### config.mk
export PLATFORM = sky130hd
export DESIGN_NAME = evt_timer
export DESIGN_NICKNAME = d
export VERILOG_FILES = /design/src/rtl/evt_timer_pkg.sv /design/src/rtl/evt_timer_bus.sv /design/src/rtl/evt_timer_count.sv /design/src/rtl/evt_timer_irq.sv /design/src/rtl/evt_timer.sv
export SDC_FILE = /design/constraint.sdc
export NUM_CORES = 1
export LEC_CHECK = 0
export BUFFER_PORTS_ARGS = -buffer_cell sky130_fd_sc_hd__buf_2
export CAP_MARGIN = 10
export CORE_MARGIN = 1
export CORE_UTILIZATION = 55
export CTS_BUF_LIST = sky130_fd_sc_hd__clkbuf_4
export DETAILED_ROUTE_END_ITERATION = 10
export GPL_ROUTABILITY_DRIVEN = 0
export PLACE_DENSITY_LB_ADDON = 0.25
export SYNTH_ARGS = -nofsm -noshare
export SYNTH_HDL_FRONTEND = slang
export SYNTH_HIERARCHICAL = 1
export SYNTH_SLANG_ARGS = --single-unit
### constraint.sdc
create_clock -name clk -period 2.9 [get_ports clk]
set_input_delay 0.29 -clock clk [delete_from_list [all_inputs] [get_ports clk]]
set_output_delay 0.29 -clock clk [all_outputs]
set_load 0.02 [all_outputs]
### src/rtl/evt_timer_pkg.sv
package evt_timer_pkg;

    localparam int DATA_W   = 32;
    localparam int PRESET_W = 29;
    localparam int EN_BIT   = 31;
    localparam int MODE_BIT = 30;
    localparam int SPARE_BIT = 29;
    localparam int PEND_BIT = 30;
    localparam int SEL_BIT  = 2;

    typedef logic [PRESET_W-1:0] count_t;
    typedef logic [DATA_W-1:0]   word_t;

    typedef enum logic {
        WIN_CTRL = 1'b0,
        WIN_STAT = 1'b1
    } win_e;

    typedef struct packed {
        logic   arm;
        logic   repeat_mode;
        logic   spare;
        count_t preset;
    } ctrl_t;

    typedef struct packed {
        logic  load;
        ctrl_t value;
        logic  clear;
    } bus_cmd_t;

    function automatic ctrl_t unpack_ctrl(input word_t w);
        ctrl_t c;
        c.arm         = w[EN_BIT];
        c.repeat_mode = w[MODE_BIT];
        c.spare       = w[SPARE_BIT];
        c.preset      = w[PRESET_W-1:0];
        return c;
    endfunction

    function automatic word_t pack_ctrl(input ctrl_t c);
        word_t w;
        w = '0;
        w[EN_BIT]         = c.arm;
        w[MODE_BIT]       = c.repeat_mode;
        w[SPARE_BIT]      = c.spare;
        w[PRESET_W-1:0]   = c.preset;
        return w;
    endfunction

    function automatic word_t pack_stat(input count_t cnt, input logic pend);
        word_t w;
        w = '0;
        w[PRESET_W-1:0] = cnt;
        w[PEND_BIT]     = pend;
        return w;
    endfunction

endpackage

### src/rtl/evt_timer_bus.sv
module evt_timer_bus
    import evt_timer_pkg::*;
#(
    parameter int ADDR_W = 3
) (
    input  logic              wr,
    input  logic [ADDR_W-1:0] addr,
    input  word_t             wdata,
    input  ctrl_t             ctrl_q,
    input  count_t            count,
    input  logic              pend,
    output bus_cmd_t          cmd,
    output word_t             rdata
);

    localparam int ALIGN_W = SEL_BIT;

    logic aligned;
    win_e win;

    assign aligned = (addr[ALIGN_W-1:0] == '0);
    assign win     = win_e'(addr[SEL_BIT]);

    always_comb begin
        cmd.load  = wr && aligned && (win == WIN_CTRL);
        cmd.clear = wr && aligned && (win == WIN_STAT) && wdata[PEND_BIT];
        cmd.value = unpack_ctrl(wdata);
    end

    always_comb begin
        unique case (win)
            WIN_CTRL: rdata = pack_ctrl(ctrl_q);
            WIN_STAT: rdata = pack_stat(count, pend);
            default:  rdata = '0;
        endcase
    end

endmodule

### src/rtl/evt_timer_count.sv
module evt_timer_count
    import evt_timer_pkg::*;
(
    input  logic   clk,
    input  logic   rst,
    input  logic   tick_en,
    input  logic   load,
    input  ctrl_t  load_value,
    output ctrl_t  ctrl_q,
    output count_t count,
    output logic   expire
);

    logic at_zero;

    assign at_zero = (count == '0);
    assign expire  = ctrl_q.arm && tick_en && at_zero && !load;

    always_ff @(posedge clk) begin
        if (rst) begin
            ctrl_q <= '0;
            count  <= '0;
        end else if (load) begin
            ctrl_q <= load_value;
            if (load_value.arm) begin
                count <= load_value.preset;
            end
        end else if (ctrl_q.arm && tick_en) begin
            if (at_zero) begin
                if (ctrl_q.repeat_mode) begin
                    count <= ctrl_q.preset;
                end else begin
                    ctrl_q.arm <= 1'b0;
                end
            end else begin
                count <= count - 1'b1;
            end
        end
    end


    a_r4_oneshot_halt: assert property (@(posedge clk) disable iff (rst)
        (expire && !ctrl_q.repeat_mode) |=> (!ctrl_q.arm && count == '0));


    a_r5_periodic_reload: assert property (@(posedge clk) disable iff (rst)
        (expire && ctrl_q.repeat_mode) |=> (ctrl_q.arm && count == $past(ctrl_q.preset)));


    a_r6_write_load: assert property (@(posedge clk) disable iff (rst)
        (load && load_value.arm) |=> (count == $past(load_value.preset)));


    a_r7_idle_hold: assert property (@(posedge clk) disable iff (rst)
        (!ctrl_q.arm && !load) |=> $stable(count));

endmodule

### src/rtl/evt_timer_irq.sv
module evt_timer_irq (
    input  logic clk,
    input  logic rst,
    input  logic set,
    input  logic clr,
    output logic pend
);

    always_ff @(posedge clk) begin
        if (rst) begin
            pend <= 1'b0;
        end else if (set) begin
            pend <= 1'b1;
        end else if (clr) begin
            pend <= 1'b0;
        end
    end


    a_r10_set_wins: assert property (@(posedge clk) disable iff (rst)
        set |=> pend);


    a_r9_clear: assert property (@(posedge clk) disable iff (rst)
        (clr && !set) |=> !pend);


    a_r9_sticky: assert property (@(posedge clk) disable iff (rst)
        (!set && !clr) |=> $stable(pend));

endmodule

### src/rtl/evt_timer.sv
module evt_timer
    import evt_timer_pkg::*;
#(
    parameter int ADDR_W = 3
) (
    input  logic              clk,
    input  logic              rst,
    input  logic              tick_en,
    input  logic              bus_wr,
    input  logic [ADDR_W-1:0] bus_addr,
    input  logic [31:0]       bus_wdata,
    output logic [31:0]       bus_rdata,
    output logic              irq
);

    bus_cmd_t cmd;
    ctrl_t    ctrl_q;
    count_t   count;
    logic     expire;
    logic     pend;

    evt_timer_bus #(.ADDR_W(ADDR_W)) u_bus (
        .wr     (bus_wr),
        .addr   (bus_addr),
        .wdata  (bus_wdata),
        .ctrl_q (ctrl_q),
        .count  (count),
        .pend   (pend),
        .cmd    (cmd),
        .rdata  (bus_rdata)
    );

    evt_timer_count u_count (
        .clk        (clk),
        .rst        (rst),
        .tick_en    (tick_en),
        .load       (cmd.load),
        .load_value (cmd.value),
        .ctrl_q     (ctrl_q),
        .count      (count),
        .expire     (expire)
    );

    evt_timer_irq u_irq (
        .clk  (clk),
        .rst  (rst),
        .set  (expire),
        .clr  (cmd.clear),
        .pend (pend)
    );

    assign irq = pend;


    a_r1_reset_quiet: assert property (@(posedge clk)
        rst |=> (!irq && ctrl_q == '0 && count == '0));

endmodule

==> impl_metrics.tcl, run 1 <==
set metrics [dict create \
    outcome "completed" \
    r2r_setup_slack_ns 0.17 \
    grt_pass1_vias 3398 \
    max_freq_mhz 367 \
    synth_flop_cell "dfxtp_1" \
    ys_top_cells_by_count "nand2_1 (63), dfxtp_1 (62), nor2_1 (52)" \
    netlist_area_sq_mm 0.00409 \
    antenna_found_initial 0 \
    synth-simple-area-share_pct 22.9 \
    ios 72 \
    critical_path_depth 9 \
    die_height_um 88.2 \
    portBuffers 71 \
    setup_viol 0 \
    viasPerCell 5.78 \
    vdd_drop_max_mv 0.258 \
    grt_usage_pct 26.1 \
    drive_gt1_share_pct 30.2 \
    worst_pin_slew_ns 1.05 \
    cts_buffer_depth 2 \
    fin_nets 552 \
    drv_slew 0 \
    cp-end-kind "register" \
    ys_seq_elements 62 \
    cpMaxStageDelayCell "a21oi_4" \
    min_path_type "in2reg" \
    synth-edff-count 0 \
    r2r-end "u_count/count[2]" \
    synth_compound_area_share_pct 18.9 \
    yosys.area.top_type "dfxtp_1" \
    path_cells "inv_1 > ha_1 > nor3b_1 > nand4b_1 > nor3_4 > a21oi_4 > buf_4 > nor2_1 > a311oi_2" \
    grt_pass1_wl_um 15800 \
    maxCapViolCount 0 \
    cts.sinks 62 \
    ant_nets 0 \
    drt_first_iter_violations 200 \
    synth_nets 517 \
    cts_max_level 3 \
    synth_top_family_by_area "simple AND/OR/NAND/NOR gates" \
    max_slew_margin_pct 30.1 \
    drcViolationCount 0 \
    clock_latency_ns 0.41 \
    antennaDiodeCount 0 \
    cp_max_fo 35 \
    final_hold_viol_count 0 \
    arrival_ns 3.05 \
    final.min_clock_period_ns 2.73 \
    die_x_um 88.2 \
    fin_setup_tns_ns 0 \
    cts-root-buf "clkbuf_4" \
    syn_avg_cell_area_sq_um 8.57 \
    synthMuxAreaShare_pct 12.4 \
    clk_pin_slew_worst_paths_ns 0.11 \
    hpwlAfterDp_um 6530 \
    required_ns 3.23 \
    rsz0062_at_grt "no" \
    cts_tree "built" \
    drtPass1Iterations 4 \
    period_share_pct 94.0 \
    cp-endpoint "u_count/count[2]" \
    synthTopCellsByArea "dfxtp_1 (30%), mux2_4 (9.6%), buf_4 (6.1%)" \
    wl_per_cell_um 15.7 \
    postSynthCellCount 477 \
    start_kind "register" \
    synth-xor-area-share_pct 3.64 \
    p_leak_nw 1.84 \
    via_count 3563 \
    core_sq_mm 0.00721 \
    cts_resized 0 \
    initial_core_util_pct 56.6 \
    r2r_start "u_count/count[0]" \
    dp_cells 600 \
    gr-total-overflow 0 \
    critPathMaxStageDelay_ns 0.82 \
    cp_num_buf_inv 2 \
    synth_most_common_cell "nand2_1" \
    fin_skew_ns 0.0222 \
    async_flop_share_pct 0 \
    yosysWarnings 6 \
    crit_family "compound AO/OA/AOI/OAI gates" \
    powerDensity_mw_per_mm2 566 \
    stdcell_count 616 \
    crit_start "u_count/count[0]" \
    synth_seq_area_share_pct 30.4 \
    synth_top_area_share_pct 30.4 \
    numCtsBuffers 9 \
    die_area_sq_mm 0.00778 \
    cts_setup_buffers 0 \
    synth-adder-area-share_pct 0.306 \
    rows 31 \
    yosysUniqueCellTypes 65 \
    fin_total_pwr_mw 2.48 \
    reg2reg_depth 9 \
    grt_max_degree 51 \
    syn2layout_area_growth_pct 7.29 \
    critPathKind "reg2reg" \
    wl_um 9640 \
    fillerInstances 669 \
    cts_hold_buf 0 \
]
flip-flops by register name (all words and copies together), names as in the netlist:
register / cells
u_count/ctrl_q: 32
u_irq/pend: 1
u_count/count: 29
worst reg2reg max path, stage by stage (launching register included):
cell and delay (ns):
dfxtp_1 0.39, inv_1 0.10, ha_1 0.22, nor3b_1 0.16
nand4b_1 0.20, nor3_4 0.08, a21oi_4 0.82, buf_4 0.37
nor2_1 0.08, a311oi_2 0.23
cells in the final DEF, fill, tap and decap left out, types with 3 or more instances in the layout:
master / synthesis / final
buf_4: 33 / 18
a311oi_2: 10 / 10
buf_2: 6 / 71
o21ai_1: 5 / 5
mux2i_1: 7 / 7
nand4b_1: 3 / 3
clkbuf_4: 0 / 11
nand2_1: 63 / 63
o21ai_0: 8 / 8
xor2_1: 8 / 8
nor3_2: 3 / 3
dfxtp_1: 62 / 62
a211oi_1: 3 / 3
nor2_1: 52 / 52
nor4_1: 7 / 7
o311a_1: 6 / 6
nor2b_1: 4 / 4
or4_1: 6 / 6
nand2b_1: 5 / 5
o211ai_1: 9 / 9
nand3_1: 7 / 7
inv_1: 5 / 5
a21o_1: 3 / 3
clkinv_1: 1 / 3
a21oi_1: 37 / 37
xnor2_1: 9 / 9
mux2_2: 4 / 4
nor3_1: 18 / 18
mux2_4: 26 / 26
logic make-up (layout without fill, tap and decap cells):
group	after synthesis	count (layout)
AOI/OAI and AO/OA	103	103
xor gates and xnor gates	17	17
adders and majority gates	1	1
buffers and inverters	71	111
DFF	62	62
muxes	37	37
and+or+nand+nor	186	186
power breakdown:
part	switching (mW)	internal [mW]
Clock	0.318	0.276
Combinational	0.576	0.405
Sequential	0.0302	0.875
metal layers:
layer,global-route usage (%),up-vias,part of all wire [%]
met4,11.6,0,1.4
met3,4.62,13,6.0
met5,0,-,0
met2,42.0,121,47
met1,34.1,1678,46
li1,-,1751,-
final cells by class:
class                   count  area, sq um  share of cell area [%]
multi-input cells         344         2370                    54.1
flip-flops and latches     62         1240                    28.3
repair buffers             89          490                    11.2
well taps                  99          124                    2.83
clock buffers              11         82.6                    1.88
clock inverters             5         50.0                    1.14
inverters                   6         22.5                   0.514
worst min path at each step:
stage	from	endpoint	slack (ns)	depth (start not counted)
final	bus_wdata[29]	u_count/ctrl_q[29]	0.12	3
after global routing	bus_wdata[19]	u_count/ctrl_q[19]	0.12	3
after CTS	bus_wdata[29]	u_count/ctrl_q[29]	0.09	3
after detailed placement	u_count/ctrl_q[1]	u_count/ctrl_q[1]	0.47	2
after global placement	u_count/ctrl_q[0]	u_count/ctrl_q[0]	0.46	2
after floorplan	rst	u_irq/pend	0.35	1
metrics by stage:
step / hold WS, ns / setup slack, ns / util [%] / instance area [sq um]
after CTS: 0.0914 / 0.227 / 60.8 / 4380
after floorplan: 0.352 / 0.498 / - / 4090
after global placement: 0.462 / 0.353 / 58.9 / 4250
final: 0.120 / 0.174 / 60.8 / 4380
after global routing: 0.124 / 0.00934 / 60.8 / 4380
after detailed placement: 0.472 / 0.235 / 58.9 / 4250
No activity file was read; power rests on OpenSTA's default activity.
==> run 2, diff against run 1 <==
MAX_ROUTING_LAYER = met4   (was unset)
==> impl_metrics.tcl, run 2 (synthesized netlist as in run 1, its figures left out) <==
set metrics [dict create \
    max_flop_register "u_count/ctrl_q" \
    vdd_drop_max_mv 0.258 \
    layout_common_cells "buf_2 (71), nand2_1 (63), dfxtp_1 (62)" \
    clk_pin_slew_worst_paths_ns 0.11 \
    setup_ws_ns 0.191 \
    critPathKind "reg2reg" \
    powerDensity_mw_per_mm2 567 \
    maxCapViolCount 0 \
    syn2layout_area_growth_pct 7.29 \
    period_share_pct 93.4 \
    p_leak_nw 1.84 \
    drtPass1Iterations 4 \
    max_freq_mhz 369 \
    portBuffers 71 \
    clock_latency_ns 0.42 \
    max_slew_margin_pct 31.8 \
    arrival_ns 3.05 \
    drcViolationCount 0 \
    initial_core_util_pct 56.6 \
    fin_setup_tns_ns 0 \
    fin_total_pwr_mw 2.49 \
    cts_resized 0 \
    outcome "completed" \
    grt_max_degree 51 \
    cts_tree "built" \
    cts_setup_buffers 0 \
    final_common_cell "buf_2" \
    cts_hold_buf 0 \
    hpwlAfterDp_um 6530 \
    grt_pass1_vias 3398 \
    grt_usage_pct 27.0 \
    reg.largest.list "u_count/ctrl_q: 32 flops, u_count/count: 29 flops, u_irq/pend: 1 flops" \
    numCtsBuffers 9 \
    cts.sinks 62 \
    worst_pin_slew_ns 1.02 \
    wl_um 9600 \
    ios 72 \
    dp_cells 600 \
    core_sq_mm 0.00721 \
    gr-total-overflow 0 \
    die_height_um 88.2 \
    post-place-ws_ns 0.235 \
    setup_viol 0 \
    via_count 3563 \
    cp-end-kind "register" \
    ant_nets 0 \
    cts_max_level 3 \
    drt_first_iter_violations 209 \
    stdcell_count 616 \
    grt_pass1_wl_um 15800 \
    antennaDiodeCount 0 \
    min_path_type "in2reg" \
    final_hold_viol_count 0 \
    die_area_sq_mm 0.00778 \
    fin_nets 552 \
    largest_reg_flops 32 \
    viasPerCell 5.78 \
    required_ns 3.24 \
    antenna_found_initial 0 \
    wl_per_cell_um 15.6 \
    fin_skew_ns 0.0189 \
    final.min_clock_period_ns 2.71 \
    rows 31 \
    drv_slew 0 \
    rsz0062_at_grt "no" \
    die_x_um 88.2 \
    cts-root-buf "clkbuf_4" \
    cp_max_fo 35 \
    drive_gt1_share_pct 30.2 \
    start_kind "register" \
    cts_buffer_depth 2 \
]
-- run 2: per-stage QoR --
stage | utilization [%] | instance area [sq um] | hold WS, ns
2_1_floorplan | - | 4090 | 0.352
3_5_place_dp | 58.9 | 4250 | 0.472
3_3_place_gp | 58.9 | 4250 | 0.462
5_1_grt | 60.8 | 4380 | 0.120
6_report | 60.8 | 4380 | 0.110
4_1_cts | 60.8 | 4380 | 0.0914
-- run 2: critical path, cell delays in order, from the launching register on --
cell and delay (ns):
dfxtp_1 0.39, inv_1 0.09, ha_1 0.22, nor3b_1 0.16, nand4b_1 0.21, nor3_4 0.08, a21oi_4 0.80, buf_4 0.35
nor2_1 0.08, a311oi_2 0.23
-- run 2: worst paths after layout --
path / slack (ns) / depth (start not counted) / from / endpoint
worst max register to register: 0.19 / 9 / u_count/count[0] / u_count/count[2]
worst max-delay path: 0.19 / 9 / u_count/count[0] / u_count/count[2]
worst min-delay path: 0.11 / 3 / bus_wdata[29] / u_count/ctrl_q[29]
worst min register to register: 0.49 / 2 / u_count/ctrl_q[11] / u_count/ctrl_q[11]
-- run 2: layer usage --
| layer | global-route usage [%] | vias to the layer above | share of wire [%] |
|---|---|---|---|
| met3 | 4.81 | 13 | 6.1 |
| met1 | 34.1 | 1675 | 46 |
| met4 | 11.6 | 0 | 1.5 |
| met5 | - | - | 0 |
| li1 | - | 1749 | - |
| met2 | 42.1 | 126 | 47 |
-- run 2: cell type report --
cell class	count	area, sq um
repair buffers	89	490
well taps	99	124
fillers	669	2830
flip-flops and latches	62	1240
inverters	6	22.5
clock buffers	11	82.6
multi-input cells	344	2370
clock inverters	5	50.0
-- run 2: power by group --
group / internal (mW) / switching [mW] / leakage [nW]
registers: 0.875 / 0.0302 / 0.501
logic: 0.405 / 0.578 / 1.26
clock network: 0.276 / 0.322 / 0.0719
total: 1.56 / 0.930 / 1.84
==> run 3, diff against run 2 <==
RECOVER_POWER = 25   (was unset)
==> impl_metrics.tcl, run 3 (synthesized netlist as in run 1, its figures left out) <==
set metrics [dict create \
    powerDensity_mw_per_mm2 570 \
    drv_slew 0 \
    antenna_found_initial 0 \
    pwr-share-clk_pct 24.1 \
    netSwitchingFraction_pct 37.4 \
    cp_num_buf_inv 2 \
    arrival_ns 3.04 \
    die_area_sq_mm 0.00778 \
    wl_um 9580 \
    fin_skew_ns 0.0204 \
    hpwlAfterDp_um 6530 \
    regArea_sq_mm 0.00124 \
    via_count 3546 \
    cts_max_level 3 \
    cts.sinks 62 \
    grt_max_degree 51 \
    cp-end-kind "register" \
    clock_latency_ns 0.42 \
    rows 31 \
    critPathKind "reg2reg" \
    switchingPower_mw 0.931 \
    gr-total-overflow 0 \
    path_cells "inv_1 > ha_1 > nor3b_1 > nand4b_1 > nor3_4 > a21oi_4 > buf_4 > nor2_1 > a311oi_2" \
    clk_pin_slew_worst_paths_ns 0.11 \
    maxCapViolCount 0 \
    die_x_um 88.2 \
    cp_max_fo 35 \
    fin_nets 552 \
    power_frac_comb_pct 39.5 \
    cpMaxStageDelayCell "a21oi_4" \
    multi_input_area_sq_mm 0.00237 \
    p_seq_share_pct 36.4 \
    cts-root-buf "clkbuf_4" \
    fin_total_pwr_mw 2.49 \
    drt_first_iter_violations 218 \
    reg.largest.list "u_count/ctrl_q: 32 flops, u_count/count: 29 flops, u_irq/pend: 1 flops" \
    vdd_drop_max_mv 0.259 \
    min_path_type "in2reg" \
    viasPerCell 5.76 \
    portBuffers 71 \
    syn2layout_area_growth_pct 6.80 \
    drtPass1Iterations 5 \
    worst_pin_slew_ns 1.20 \
    hold_ws_ns 0.109 \
    cts_tree "built" \
    ios 72 \
    rsz0062_at_grt "no" \
    layout_common_cells "buf_2 (68), nand2_1 (63), dfxtp_1 (62)" \
    period_share_pct 93.2 \
    fin_setup_tns_ns 0 \
    p_leak_nw 1.81 \
    setup_viol 0 \
    die_height_um 88.2 \
    start_kind "register" \
    max_flop_register "u_count/ctrl_q" \
    cts_resized 0 \
    grt_pass1_vias 3398 \
    wl_per_cell_um 15.6 \
    final_common_cell "buf_2" \
    required_ns 3.24 \
    cts_hold_buf 0 \
    fillerInstances 674 \
    max_freq_mhz 370 \
    core_sq_mm 0.00721 \
    cts_setup_buffers 0 \
    final.min_clock_period_ns 2.70 \
    cts_buffer_depth 2 \
    max_slew_margin_pct 19.9 \
    ant_nets 0 \
    drcViolationCount 0 \
    initial_core_util_pct 56.6 \
    critPathMaxStageDelay_ns 0.80 \
    final_hold_viol_count 0 \
    grt_pass1_wl_um 15800 \
    internal_power_mw 1.56 \
    largest_reg_flops 32 \
    outcome "completed" \
    drive_gt1_share_pct 29.0 \
    antennaDiodeCount 0 \
    grt_usage_pct 27.0 \
    crit_family "compound AO/OA/AOI/OAI gates" \
    numCtsBuffers 9 \
]
-- run 3: changes by cell type in the layout (fill, tap and decap cells not counted), sizes merged --
cell | previous run | this run
buf | 89 | 81
clkbuf | 11 | 19
-- run 3: worst paths after layout --
| path | cells past startpoint | to | from | slack [ns] |
|---|---|---|---|---|
| setup / recovery | 9 | u_count/count[2] | u_count/count[0] | 0.20 |
| hold / removal | 3 | u_count/ctrl_q[29] | bus_wdata[29] | 0.11 |
| setup reg to reg | 9 | u_count/count[2] | u_count/count[0] | 0.20 |
| hold reg to reg | 2 | u_count/ctrl_q[26] | u_count/ctrl_q[26] | 0.49 |
-- run 3: worst min-delay path, cell delays in order --
cell and delay [ns]:
buf_2 0.07, mux2i_1 0.06, nor2_1 0.07
-- run 3: per-stage QoR --
step | setup WS [ns] | std cells | util, % | area [sq um]
global placement | 0.353 | 600 | 58.9 | 4250
CTS | 0.227 | 616 | 60.8 | 4380
detailed placement | 0.235 | 600 | 58.9 | 4250
finish | 0.198 | 616 | 60.5 | 4360
global route | 0.00929 | 616 | 60.5 | 4360
floorplan | 0.498 | 477 | - | 4090
-- run 3: layer usage --
metal / part of all wire [%] / GRT usage (%) / wire length, um / up-vias
met5: 0 / - / 0 / -
met2: 47 / 42.1 / 4470 / 128
met3: 6.1 / 4.81 / 587 / 13
met1: 46 / 34.1 / 4380 / 1656
li1: - / - / - / 1749
met4: 1.5 / 11.6 / 146 / 0
-- run 3: power by group through the flow --
stage	Combinational [mW]	Clock, mW	Sequential [mW]
2_1_floorplan	0.771	0	0.917
3_3_place_gp	0.951	0	0.924
3_5_place_dp	0.969	0	0.925
4_1_cts	0.975	0.608	0.905
5_1_grt	1.09	0.646	0.910
6_report	0.981	0.599	0.905
-- run 3: final cells by class --
class / instances / area share (%)
multi-input combinational: 344 / 54.4
sequential: 62 / 28.4
timing repair buffer: 89 / 10.8
tap: 99 / 2.84
clock buffer: 11 / 1.89
clock inverter: 5 / 1.15
inverter: 6 / 0.516
